==> src/rtl/flex_uart_pkg.sv <==
package flex_uart_pkg;

   localparam int OVS       = 16;
   localparam int OVS_W     = $clog2(OVS);
   localparam int OVS_MID   = OVS / 2 - 1;
   localparam int FRAME_MAX = 12;
   localparam int LEN_W     = 4;

   typedef enum logic [2:0] {
      PAR_NONE  = 3'd0,
      PAR_EVEN  = 3'd1,
      PAR_ODD   = 3'd2,
      PAR_MARK  = 3'd3,
      PAR_SPACE = 3'd4
   } par_mode_e;

   function automatic logic par_enabled(input logic [2:0] mode);
      return (mode == PAR_EVEN) || (mode == PAR_ODD) ||
             (mode == PAR_MARK) || (mode == PAR_SPACE);
   endfunction

   function automatic logic par_value(input logic [2:0] mode, input logic [7:0] d);
      logic v;
      case (mode)
         PAR_EVEN: v = ^d;
         PAR_ODD:  v = ~(^d);
         PAR_MARK: v = 1'b1;
         default:  v = 1'b0;
      endcase
      return v;
   endfunction

endpackage

==> src/rtl/flex_uart_baud.sv <==
module flex_uart_baud #(
   parameter int DIV_W = 16
) (
   input  logic             clk,
   input  logic             rst_n,
   input  logic [DIV_W-1:0] div_i,
   output logic             tick_o
);

   logic [DIV_W-1:0] cnt_q;

   assign tick_o = (cnt_q >= div_i);

   always_ff @(posedge clk or negedge rst_n) begin
      if (!rst_n)      cnt_q <= '0;
      else if (tick_o) cnt_q <= '0;
      else             cnt_q <= cnt_q + 1'b1;
   end

   initial begin
      assert (DIV_W >= 1) else $error("flex_uart_baud: DIV_W must be at least 1");
   end

endmodule

==> src/rtl/flex_uart_fifo.sv <==
module flex_uart_fifo #(
   parameter int WIDTH = 8,
   parameter int DEPTH = 190
) (
   input  logic             clk,
   input  logic             rst_n,
   input  logic             push_i,
   input  logic [WIDTH-1:0] din_i,
   input  logic             pop_i,
   output logic [WIDTH-1:0] dout_o,
   output logic             empty_o,
   output logic             full_o
);

   localparam int  AW   = (DEPTH > 1) ? $clog2(DEPTH) : 1;
   localparam int  CW   = $clog2(DEPTH + 1);
   localparam bit  POW2 = (DEPTH == (1 << AW));

   logic [WIDTH-1:0] mem [DEPTH];
   logic [AW-1:0]    wr_q, rd_q, wr_nx, rd_nx;
   logic [CW-1:0]    cnt_q;
   logic             do_push, do_pop;

   assign full_o  = (cnt_q == CW'(DEPTH));
   assign empty_o = (cnt_q == '0);
   assign do_push = push_i && !full_o;
   assign do_pop  = pop_i && !empty_o;
   assign dout_o  = mem[rd_q];

   generate
      if (POW2) begin : g_wrap_free
         assign wr_nx = wr_q + 1'b1;
         assign rd_nx = rd_q + 1'b1;
      end else begin : g_wrap_cmp
         assign wr_nx = (wr_q == AW'(DEPTH - 1)) ? '0 : wr_q + 1'b1;
         assign rd_nx = (rd_q == AW'(DEPTH - 1)) ? '0 : rd_q + 1'b1;
      end
   endgenerate

   always_ff @(posedge clk) begin
      if (do_push) mem[wr_q] <= din_i;
   end

   always_ff @(posedge clk or negedge rst_n) begin
      if (!rst_n) begin
         wr_q  <= '0;
         rd_q  <= '0;
         cnt_q <= '0;
      end else begin
         if (do_push) wr_q <= wr_nx;
         if (do_pop)  rd_q <= rd_nx;
         case ({do_push, do_pop})
            2'b10:   cnt_q <= cnt_q + 1'b1;
            2'b01:   cnt_q <= cnt_q - 1'b1;
            default: cnt_q <= cnt_q;
         endcase
      end
   end

   initial begin
      assert (DEPTH >= 2) else $error("flex_uart_fifo: DEPTH must be at least 2");
      assert (WIDTH >= 1) else $error("flex_uart_fifo: WIDTH must be at least 1");
   end


   fifo_fill_chk: assert property (@(posedge clk) disable iff (!rst_n)
      (push_i && !pop_i && !full_o) |=> (cnt_q == $past(cnt_q) + 1'b1));

endmodule

==> src/rtl/flex_uart_tx.sv <==
module flex_uart_tx
   import flex_uart_pkg::*;
(
   input  logic       clk,
   input  logic       rst_n,
   input  logic       tick_i,
   input  logic       eight_i,
   input  logic       two_stop_i,
   input  logic [2:0] parity_i,
   input  logic       fifo_empty_i,
   input  logic [7:0] fifo_data_i,
   output logic       fifo_pop_o,
   output logic       txd_o
);

   logic                 busy_q, txd_q;
   logic [OVS_W-1:0]     tcnt_q;
   logic [FRAME_MAX-1:0] sh_q, frame;
   logic [LEN_W-1:0]     left_q, nbits;
   logic                 pen, pv, launch;

   assign pen = par_enabled(parity_i);
   assign pv  = par_value(parity_i, eight_i ? fifo_data_i : {1'b0, fifo_data_i[6:0]});

   always_comb begin
      frame      = '1;
      frame[0]   = 1'b0;
      frame[7:1] = fifo_data_i[6:0];
      if (eight_i) begin
         frame[8] = fifo_data_i[7];
         if (pen) frame[9] = pv;
      end else if (pen) begin
         frame[8] = pv;
      end
      nbits = LEN_W'(1) + (eight_i ? LEN_W'(8) : LEN_W'(7)) +
              (pen ? LEN_W'(1) : LEN_W'(0)) + (two_stop_i ? LEN_W'(2) : LEN_W'(1));
   end

   assign launch     = tick_i && !busy_q && !fifo_empty_i;
   assign fifo_pop_o = launch;
   assign txd_o      = txd_q;

   always_ff @(posedge clk or negedge rst_n) begin
      if (!rst_n) begin
         busy_q <= 1'b0;
         txd_q  <= 1'b1;
         tcnt_q <= '0;
         sh_q   <= '1;
         left_q <= '0;
      end else if (launch) begin
         busy_q <= 1'b1;
         txd_q  <= frame[0];
         sh_q   <= {1'b1, frame[FRAME_MAX-1:1]};
         left_q <= nbits - 1'b1;
         tcnt_q <= '0;
      end else if (busy_q && tick_i) begin
         if (tcnt_q == OVS_W'(OVS - 1)) begin
            tcnt_q <= '0;
            if (left_q == '0) begin
               busy_q <= 1'b0;
               txd_q  <= 1'b1;
            end else begin
               txd_q  <= sh_q[0];
               sh_q   <= {1'b1, sh_q[FRAME_MAX-1:1]};
               left_q <= left_q - 1'b1;
            end
         end else begin
            tcnt_q <= tcnt_q + 1'b1;
         end
      end
   end


   txd_tick_chk: assert property (@(posedge clk) disable iff (!rst_n)
      !tick_i |=> $stable(txd_o));


   txd_idle_chk: assert property (@(posedge clk) disable iff (!rst_n)
      !busy_q |-> txd_o);

endmodule

==> src/rtl/flex_uart_rx.sv <==
module flex_uart_rx
   import flex_uart_pkg::*;
#(
   parameter int SYNC_STAGES = 2
) (
   input  logic       clk,
   input  logic       rst_n,
   input  logic       tick_i,
   input  logic       rxd_i,
   input  logic       eight_i,
   input  logic [2:0] parity_i,
   output logic [7:0] byte_o,
   output logic       done_o,
   output logic       perr_o,
   output logic       ferr_o
);

   typedef enum logic [2:0] {RX_IDLE, RX_START, RX_DATA, RX_PAR, RX_STOP} rx_state_e;

   rx_state_e        st_q;
   logic             rxs;
   logic [OVS_W-1:0] tcnt_q;
   logic [2:0]       idx_q, last_idx;
   logic [7:0]       dat_q;
   logic             pbad_q, done_q, perr_q, ferr_q;

   generate
      if (SYNC_STAGES == 1) begin : g_sync_one
         logic s_q;
         always_ff @(posedge clk or negedge rst_n) begin
            if (!rst_n) s_q <= 1'b1;
            else        s_q <= rxd_i;
         end
         assign rxs = s_q;
      end else begin : g_sync_chain
         logic [SYNC_STAGES-1:0] ch_q;
         always_ff @(posedge clk or negedge rst_n) begin
            if (!rst_n) ch_q <= '1;
            else        ch_q <= {ch_q[SYNC_STAGES-2:0], rxd_i};
         end
         assign rxs = ch_q[SYNC_STAGES-1];
      end
   endgenerate

   assign last_idx = eight_i ? 3'd7 : 3'd6;
   assign byte_o   = dat_q;
   assign done_o   = done_q;
   assign perr_o   = perr_q;
   assign ferr_o   = ferr_q;

   always_ff @(posedge clk or negedge rst_n) begin
      if (!rst_n) begin
         st_q   <= RX_IDLE;
         tcnt_q <= '0;
         idx_q  <= '0;
         dat_q  <= '0;
         pbad_q <= 1'b0;
         done_q <= 1'b0;
         perr_q <= 1'b0;
         ferr_q <= 1'b0;
      end else begin
         done_q <= 1'b0;
         if (tick_i) begin
            case (st_q)
               RX_IDLE: begin
                  if (!rxs) begin
                     st_q   <= RX_START;
                     tcnt_q <= '0;
                  end
               end
               RX_START: begin
                  if (tcnt_q == OVS_W'(OVS_MID)) begin
                     tcnt_q <= '0;
                     if (!rxs) begin
                        st_q   <= RX_DATA;
                        idx_q  <= '0;
                        dat_q  <= '0;
                        pbad_q <= 1'b0;
                     end else begin
                        st_q <= RX_IDLE;
                     end
                  end else begin
                     tcnt_q <= tcnt_q + 1'b1;
                  end
               end
               RX_DATA: begin
                  if (tcnt_q == OVS_W'(OVS - 1)) begin
                     tcnt_q       <= '0;
                     dat_q[idx_q] <= rxs;
                     if (idx_q == last_idx) st_q <= par_enabled(parity_i) ? RX_PAR : RX_STOP;
                     else                   idx_q <= idx_q + 1'b1;
                  end else begin
                     tcnt_q <= tcnt_q + 1'b1;
                  end
               end
               RX_PAR: begin
                  if (tcnt_q == OVS_W'(OVS - 1)) begin
                     tcnt_q <= '0;
                     pbad_q <= (rxs != par_value(parity_i, dat_q));
                     st_q   <= RX_STOP;
                  end else begin
                     tcnt_q <= tcnt_q + 1'b1;
                  end
               end
               RX_STOP: begin
                  if (tcnt_q == OVS_W'(OVS - 1)) begin
                     tcnt_q <= '0;
                     done_q <= 1'b1;
                     ferr_q <= !rxs;
                     perr_q <= pbad_q;
                     st_q   <= RX_IDLE;
                  end else begin
                     tcnt_q <= tcnt_q + 1'b1;
                  end
               end
               default: st_q <= RX_IDLE;
            endcase
         end
      end
   end

   initial begin
      assert (SYNC_STAGES >= 1) else $error("flex_uart_rx: SYNC_STAGES must be at least 1");
   end


   start_reject_chk: assert property (@(posedge clk) disable iff (!rst_n)
      ($past(st_q) == RX_START && st_q == RX_IDLE) |-> $past(rxs));


   seven_msb_chk: assert property (@(posedge clk) disable iff (!rst_n)
      (done_o && !eight_i) |-> !byte_o[7]);

endmodule

==> src/rtl/flex_uart.sv <==
module flex_uart
   import flex_uart_pkg::*;
#(
   parameter int DIV_W       = 16,
   parameter int TX_DEPTH    = 190,
   parameter int RX_DEPTH    = 190,
   parameter int SYNC_STAGES = 2
) (
   input  logic             clk,
   input  logic             rst_n,
   input  logic [DIV_W-1:0] cfg_div,
   input  logic             cfg_eight,
   input  logic             cfg_two_stop,
   input  logic [2:0]       cfg_parity,
   input  logic [7:0]       tx_data,
   input  logic             tx_valid,
   output logic             tx_ready,
   output logic [7:0]       rx_data,
   output logic             rx_valid,
   input  logic             rx_ready,
   input  logic             rxd,
   output logic             txd,
   input  logic             err_clr,
   output logic             err_parity,
   output logic             err_frame,
   output logic             err_overrun
);

   logic       tick;
   logic       tx_full, tx_empty, tx_pop;
   logic [7:0] tx_head;
   logic       rx_full, rx_empty, rx_done, rx_perr, rx_ferr;
   logic [7:0] rx_byte;

   flex_uart_baud #(.DIV_W(DIV_W)) baud_i (
      .clk(clk), .rst_n(rst_n), .div_i(cfg_div), .tick_o(tick));

   flex_uart_fifo #(.WIDTH(8), .DEPTH(TX_DEPTH)) txq_i (
      .clk(clk), .rst_n(rst_n),
      .push_i(tx_valid), .din_i(tx_data),
      .pop_i(tx_pop), .dout_o(tx_head),
      .empty_o(tx_empty), .full_o(tx_full));

   flex_uart_tx tx_i (
      .clk(clk), .rst_n(rst_n), .tick_i(tick),
      .eight_i(cfg_eight), .two_stop_i(cfg_two_stop), .parity_i(cfg_parity),
      .fifo_empty_i(tx_empty), .fifo_data_i(tx_head), .fifo_pop_o(tx_pop),
      .txd_o(txd));

   flex_uart_rx #(.SYNC_STAGES(SYNC_STAGES)) rx_i (
      .clk(clk), .rst_n(rst_n), .tick_i(tick), .rxd_i(rxd),
      .eight_i(cfg_eight), .parity_i(cfg_parity),
      .byte_o(rx_byte), .done_o(rx_done), .perr_o(rx_perr), .ferr_o(rx_ferr));

   flex_uart_fifo #(.WIDTH(8), .DEPTH(RX_DEPTH)) rxq_i (
      .clk(clk), .rst_n(rst_n),
      .push_i(rx_done), .din_i(rx_byte),
      .pop_i(rx_ready), .dout_o(rx_data),
      .empty_o(rx_empty), .full_o(rx_full));

   assign tx_ready = !tx_full;
   assign rx_valid = !rx_empty;

   always_ff @(posedge clk or negedge rst_n) begin
      if (!rst_n) begin
         err_parity  <= 1'b0;
         err_frame   <= 1'b0;
         err_overrun <= 1'b0;
      end else begin
         err_parity  <= (err_parity  && !err_clr) || (rx_done && rx_perr);
         err_frame   <= (err_frame   && !err_clr) || (rx_done && rx_ferr);
         err_overrun <= (err_overrun && !err_clr) || (rx_done && rx_full);
      end
   end


   overrun_src_chk: assert property (@(posedge clk) disable iff (!rst_n)
      $rose(err_overrun) |-> $past(rx_done && rx_full));


   parity_src_chk: assert property (@(posedge clk) disable iff (!rst_n)
      $rose(err_parity) |-> $past(rx_done));


   clear_chk: assert property (@(posedge clk) disable iff (!rst_n)
      (err_clr && !rx_done) |=> (!err_parity && !err_frame && !err_overrun));


   rx_hold_chk: assert property (@(posedge clk) disable iff (!rst_n)
      (rx_valid && !rx_ready) |=> (rx_valid && $stable(rx_data)));

endmodule

==> config.mk <==
export PLATFORM = sky130hd
export DESIGN_NAME = flex_uart
export DESIGN_NICKNAME = d
export VERILOG_FILES = /design/src/rtl/flex_uart_pkg.sv /design/src/rtl/flex_uart_baud.sv /design/src/rtl/flex_uart_fifo.sv /design/src/rtl/flex_uart_tx.sv /design/src/rtl/flex_uart_rx.sv /design/src/rtl/flex_uart.sv
export SDC_FILE = /design/constraint.sdc
export NUM_CORES = 2
export LEC_CHECK = 0
export BUFFER_PORTS_ARGS = -buffer_cell sky130_fd_sc_hd__buf_2
export CORE_MARGIN = 10
export CORE_UTILIZATION = 60
export DETAILED_ROUTE_END_ITERATION = 12
export GPL_ROUTABILITY_DRIVEN = 1
export PLACE_DENSITY = 0.82
export SYNTH_ARGS = -nofsm -noshare
export SYNTH_HDL_FRONTEND = slang
export SYNTH_SLANG_ARGS = --single-unit
==> constraint.sdc <==
create_clock -name clk -period 13.2 [get_ports clk]
set_clock_uncertainty 0.05 [all_clocks]
set_input_delay 2.64 -clock clk [delete_from_list [all_inputs] [get_ports clk]]
set_output_delay 2.64 -clock clk [all_outputs]
set_load 0.02 [all_outputs]
==> metrics.md <==
| Metric | Value |
|---|---|
| Share of flip-flops with an asynchronous set or reset | `3.49%` |
| Pleak | `38.8 nW` |
| WL/cell | `35.6 um` |
| Setup TNS | `0 ns` |
| IO Pins | `49` |
| Total number of vias | `64,700` |
| Synth area leaders | `edfxtp_1 73%, mux4_2 15%, dfrtp_1 2.0%` |
| Num CTS Buffers | `317` |
| Synthesized area per cell | `20.7 um^2` |
| Most used flip-flop cell after synthesis | `edfxtp_1` |
| Crit. End Element | `output pin` |
| CP Launch Type | `register` |
| Final period util | `64.6%` |
| Layout cells sized above 1 | `23.5%` |
| Fin crit period | `8.53 ns` |
| Rows | `167` |
| Die Footprint | `227,000 um^2` |
| Post-CTS Setup Inserts | `0` |
| Root Driver | `clkbuf_16` |
| Slew Viols, Final | `0` |
| Final net count | `6,222` |
| Largest net degree at the start of global routing | `165` |
| Syn. warnings | `0` |
| Clock buffer depth | `4` |
| First-pass iteration count of the detailed router | `9` |
| Initial core utilization | `60.3%` |
| CP required | `10.51 ns` |
| Worst vdd ir | `200 uV` |
| Die Width | `476 um` |
| Most frequent cells after synthesis | `3,040 x edfxtp_1, 837 x mux4_2, 477 x nor2_1` |
| H-tree lvl count | `5` |
| Worst path arrival time | `5.84 ns` |
| Total wire length | `326,000 um` |
| PostCTS Resize Cnt | `0` |
| Post-synthesis register bit count | `3,150` |
| Maxcap violations | `1` |
| # clock sinks | `3,150` |
| Vias in the first global route | `66,200` |
| DR DRC count | `0` |
| RePlAce Congestion | `0.878` |
| First-pass GRT wire length | `475,000 um` |
| Post-synth top area share | `73.1%` |
| Post-route setup slack | `4.67 ns` |
| Post-DRT Antenna Nets | `0` |
| Pwr Density | `159 nW/um^2` |
| Failing checks | `max-capacitance violations` |
| Largest family of logic cells by synthesized area | `multiplexers` |
| Unrepaired setup endpoints after global routing | `false` |
| CTS tree | `yes` |
| Cell count after synthesis | `6,030` |
| Count leader, synth | `edfxtp_1` |
| Multiplexer area fraction after synthesis | `16.6%` |
| # setup viols final | `0` |
| Post-synthesis sequential area ratio | `75.3%` |
| Gr usage total | `28.5%` |
| Clock transition at the registers of the reported paths | `0.06 ns` |
| Highest clock rate | `117 MHz` |
| Worst min-delay path class | `reg2reg` |
| Total core area | `207,000 um^2` |
| P&R area growth vs syn | `10.1%` |
| Slew headroom | `1.24%` |
| Final hold vios | `0` |
| GRT overflow | `0` |
| Adder-Cell Fraction of Synth Area | `0.539%` |
| Initial antenna violation count | `11` |
| Port Buffers | `48` |
| Die Y | `476 um` |
| Synth Area in Compound Gates | `2.13%` |
| Clock network latency to the later pin of the worst-skew pair | `0.97 ns` |
| Synth Area in Simple Gates | `3.18%` |
| Worst Path Class, Setup | `reg2out` |
| Filler cells | `12,100` |
| Post-Syn Area | `125,000 um^2` |
| Total Power | `21.9 mW` |
| Number of hold buffers added after cts | `0` |
| 1st-iter DRT viols | `10,500` |
| Syn Nets | `6,117` |
| Library cells used by synthesis | `79` |
| Critical Path Fanout Max | `50` |
| Vias per cell | `7.07` |
| Status | `complete, but fails checks` |
| Place WS | `5.10 ns` |
| Placed wire-length estimate | `174,000 um` |
| Worst Max-Slew Pin Slew | `1.48 ns` |
| Number of synthesized flops with an enable pin | `3,040` |
| Xor and xnor fraction of the mapped netlist area | `0.430%` |
| Cell accounting for the most synthesized area | `edfxtp_1` |
## worst max-delay path, cell delays in order, from the launching register on
cell,delay [ns]
dfrtp_4,1.11
buf_4,0.90
mux4_2,0.64
mux4_2,0.52
mux4_2,0.49
a21oi_1,0.34
nand2_1,0.11
o21ai_0,0.17
o21ai_0,0.27
buf_2,0.28
## where the power goes
group          total, mW  internal, mW  switching [mW]  leakage, nW
Clock               8.83          5.05            3.78         4.84
Combinational       1.85         0.724            1.13         8.41
Sequential          11.2          11.0           0.204         25.5
Total               21.9          16.7            5.11         38.8
## registers in the layout, indices dropped and copies added (netlist names), 8 cells and up
signal / cells
tx_i.sh_q: 9
rxq_i.mem: 1520
rxq_i.rd_q: 8
txq_i.rd_q: 8
baud_i.cnt_q: 16
txq_i.cnt_q: 8
rxq_i.wr_q: 8
txq_i.wr_q: 8
rxq_i.cnt_q: 8
txq_i.mem: 1520
rx_i.byte_o: 8
## cell usage in the layout (no fill, tap or decap), drive strengths merged, types with 14 or more instances in the layout
| cell type | netlist | routed |
|---|---|---|
| dfrtp | 98 | 98 |
| o22ai | 21 | 21 |
| inv | 60 | 69 |
| clkinv | 1 | 116 |
| mux4 | 837 | 837 |
| a22oi | 46 | 46 |
| mux2 | 28 | 28 |
| nand2b | 16 | 16 |
| nand2 | 201 | 201 |
| mux2i | 162 | 162 |
| nor2b | 26 | 26 |
| o21ai | 110 | 110 |
| a31oi | 25 | 25 |
| nor3 | 31 | 31 |
| clkbuf | 179 | 391 |
| bufinv | 0 | 29 |
| edfxtp | 3040 | 3040 |
| and3 | 17 | 17 |
| and2 | 14 | 14 |
| a21o | 19 | 19 |
| o211ai | 14 | 14 |
| a211oi | 19 | 19 |
| a21oi | 72 | 72 |
| xor2 | 29 | 29 |
| nand4 | 14 | 14 |
| nor2 | 477 | 477 |
| nand3 | 77 | 77 |
| xnor2 | 27 | 27 |
| buf | 175 | 138 |
| ha | 49 | 49 |
## path summary, 6_finish.rpt
check | cells past startpoint | slack (ns) | startpoint | to
setup / recovery | 9 | 4.67 | rxq_i.rd_q[0] | rx_data[1]
hold reg to reg | 0 | 0.31 | rx_i.g_sync_chain.ch_q[0] | rx_i.g_sync_chain.ch_q[1]
min in group asynchronous | 1 | 1.66 | rst_n | txq_i.cnt_q[0]
hold / removal | 0 | 0.31 | rx_i.g_sync_chain.ch_q[0] | rx_i.g_sync_chain.ch_q[1]
max in group asynchronous | 2 | 9.89 | rst_n | rxq_i.rd_q[3]
setup reg to reg | 14 | 6.08 | txq_i.rd_q[2] | tx_i.sh_q[7]
## metal layers
layer  GRT usage (%)  part of all wire, %
met1            35.6                   33
met3            7.26                   12
met4            15.1                  6.7
met2            46.3                   49
met5               0                0.037
## stage by stage
step	instance area, um^2	hold WS, ns	instances	util, %
after floorplan	125000	0.295	6030	-
after global placement	128000	0.299	8602	61.6
after detailed placement	128000	0.302	8602	61.6
after CTS	137000	0.312	9150	66.4
after global routing	137000	0.309	9155	66.4
final	137000	0.308	9158	66.4
## kinds of logic after synthesis
group / Yosys count
adders and majority gates: 52
DFF: 3150
and+or+nand+nor: 921
muxes: 1027
buffers and inverters: 415
xor gates and xnor gates: 58
AOI/OAI and AO/OA: 407
## area by class of cell
| class | count | area [um^2] | share of cell area, % |
|---|---|---|---|
| flip-flops and latches | 3150 | 94100 | 68.5 |
| clock inverters | 159 | 1530 | 1.11 |
| multi-input cells | 2465 | 28700 | 20.9 |
| diodes | 6 | 15.0 | 0.0109 |
| well taps | 2788 | 3490 | 2.54 |
| repair buffers | 140 | 1070 | 0.782 |
| inverters | 61 | 231 | 0.168 |
| clock buffers | 389 | 8340 | 6.07 |
Note: power is estimated with default switching activity, not from simulation.
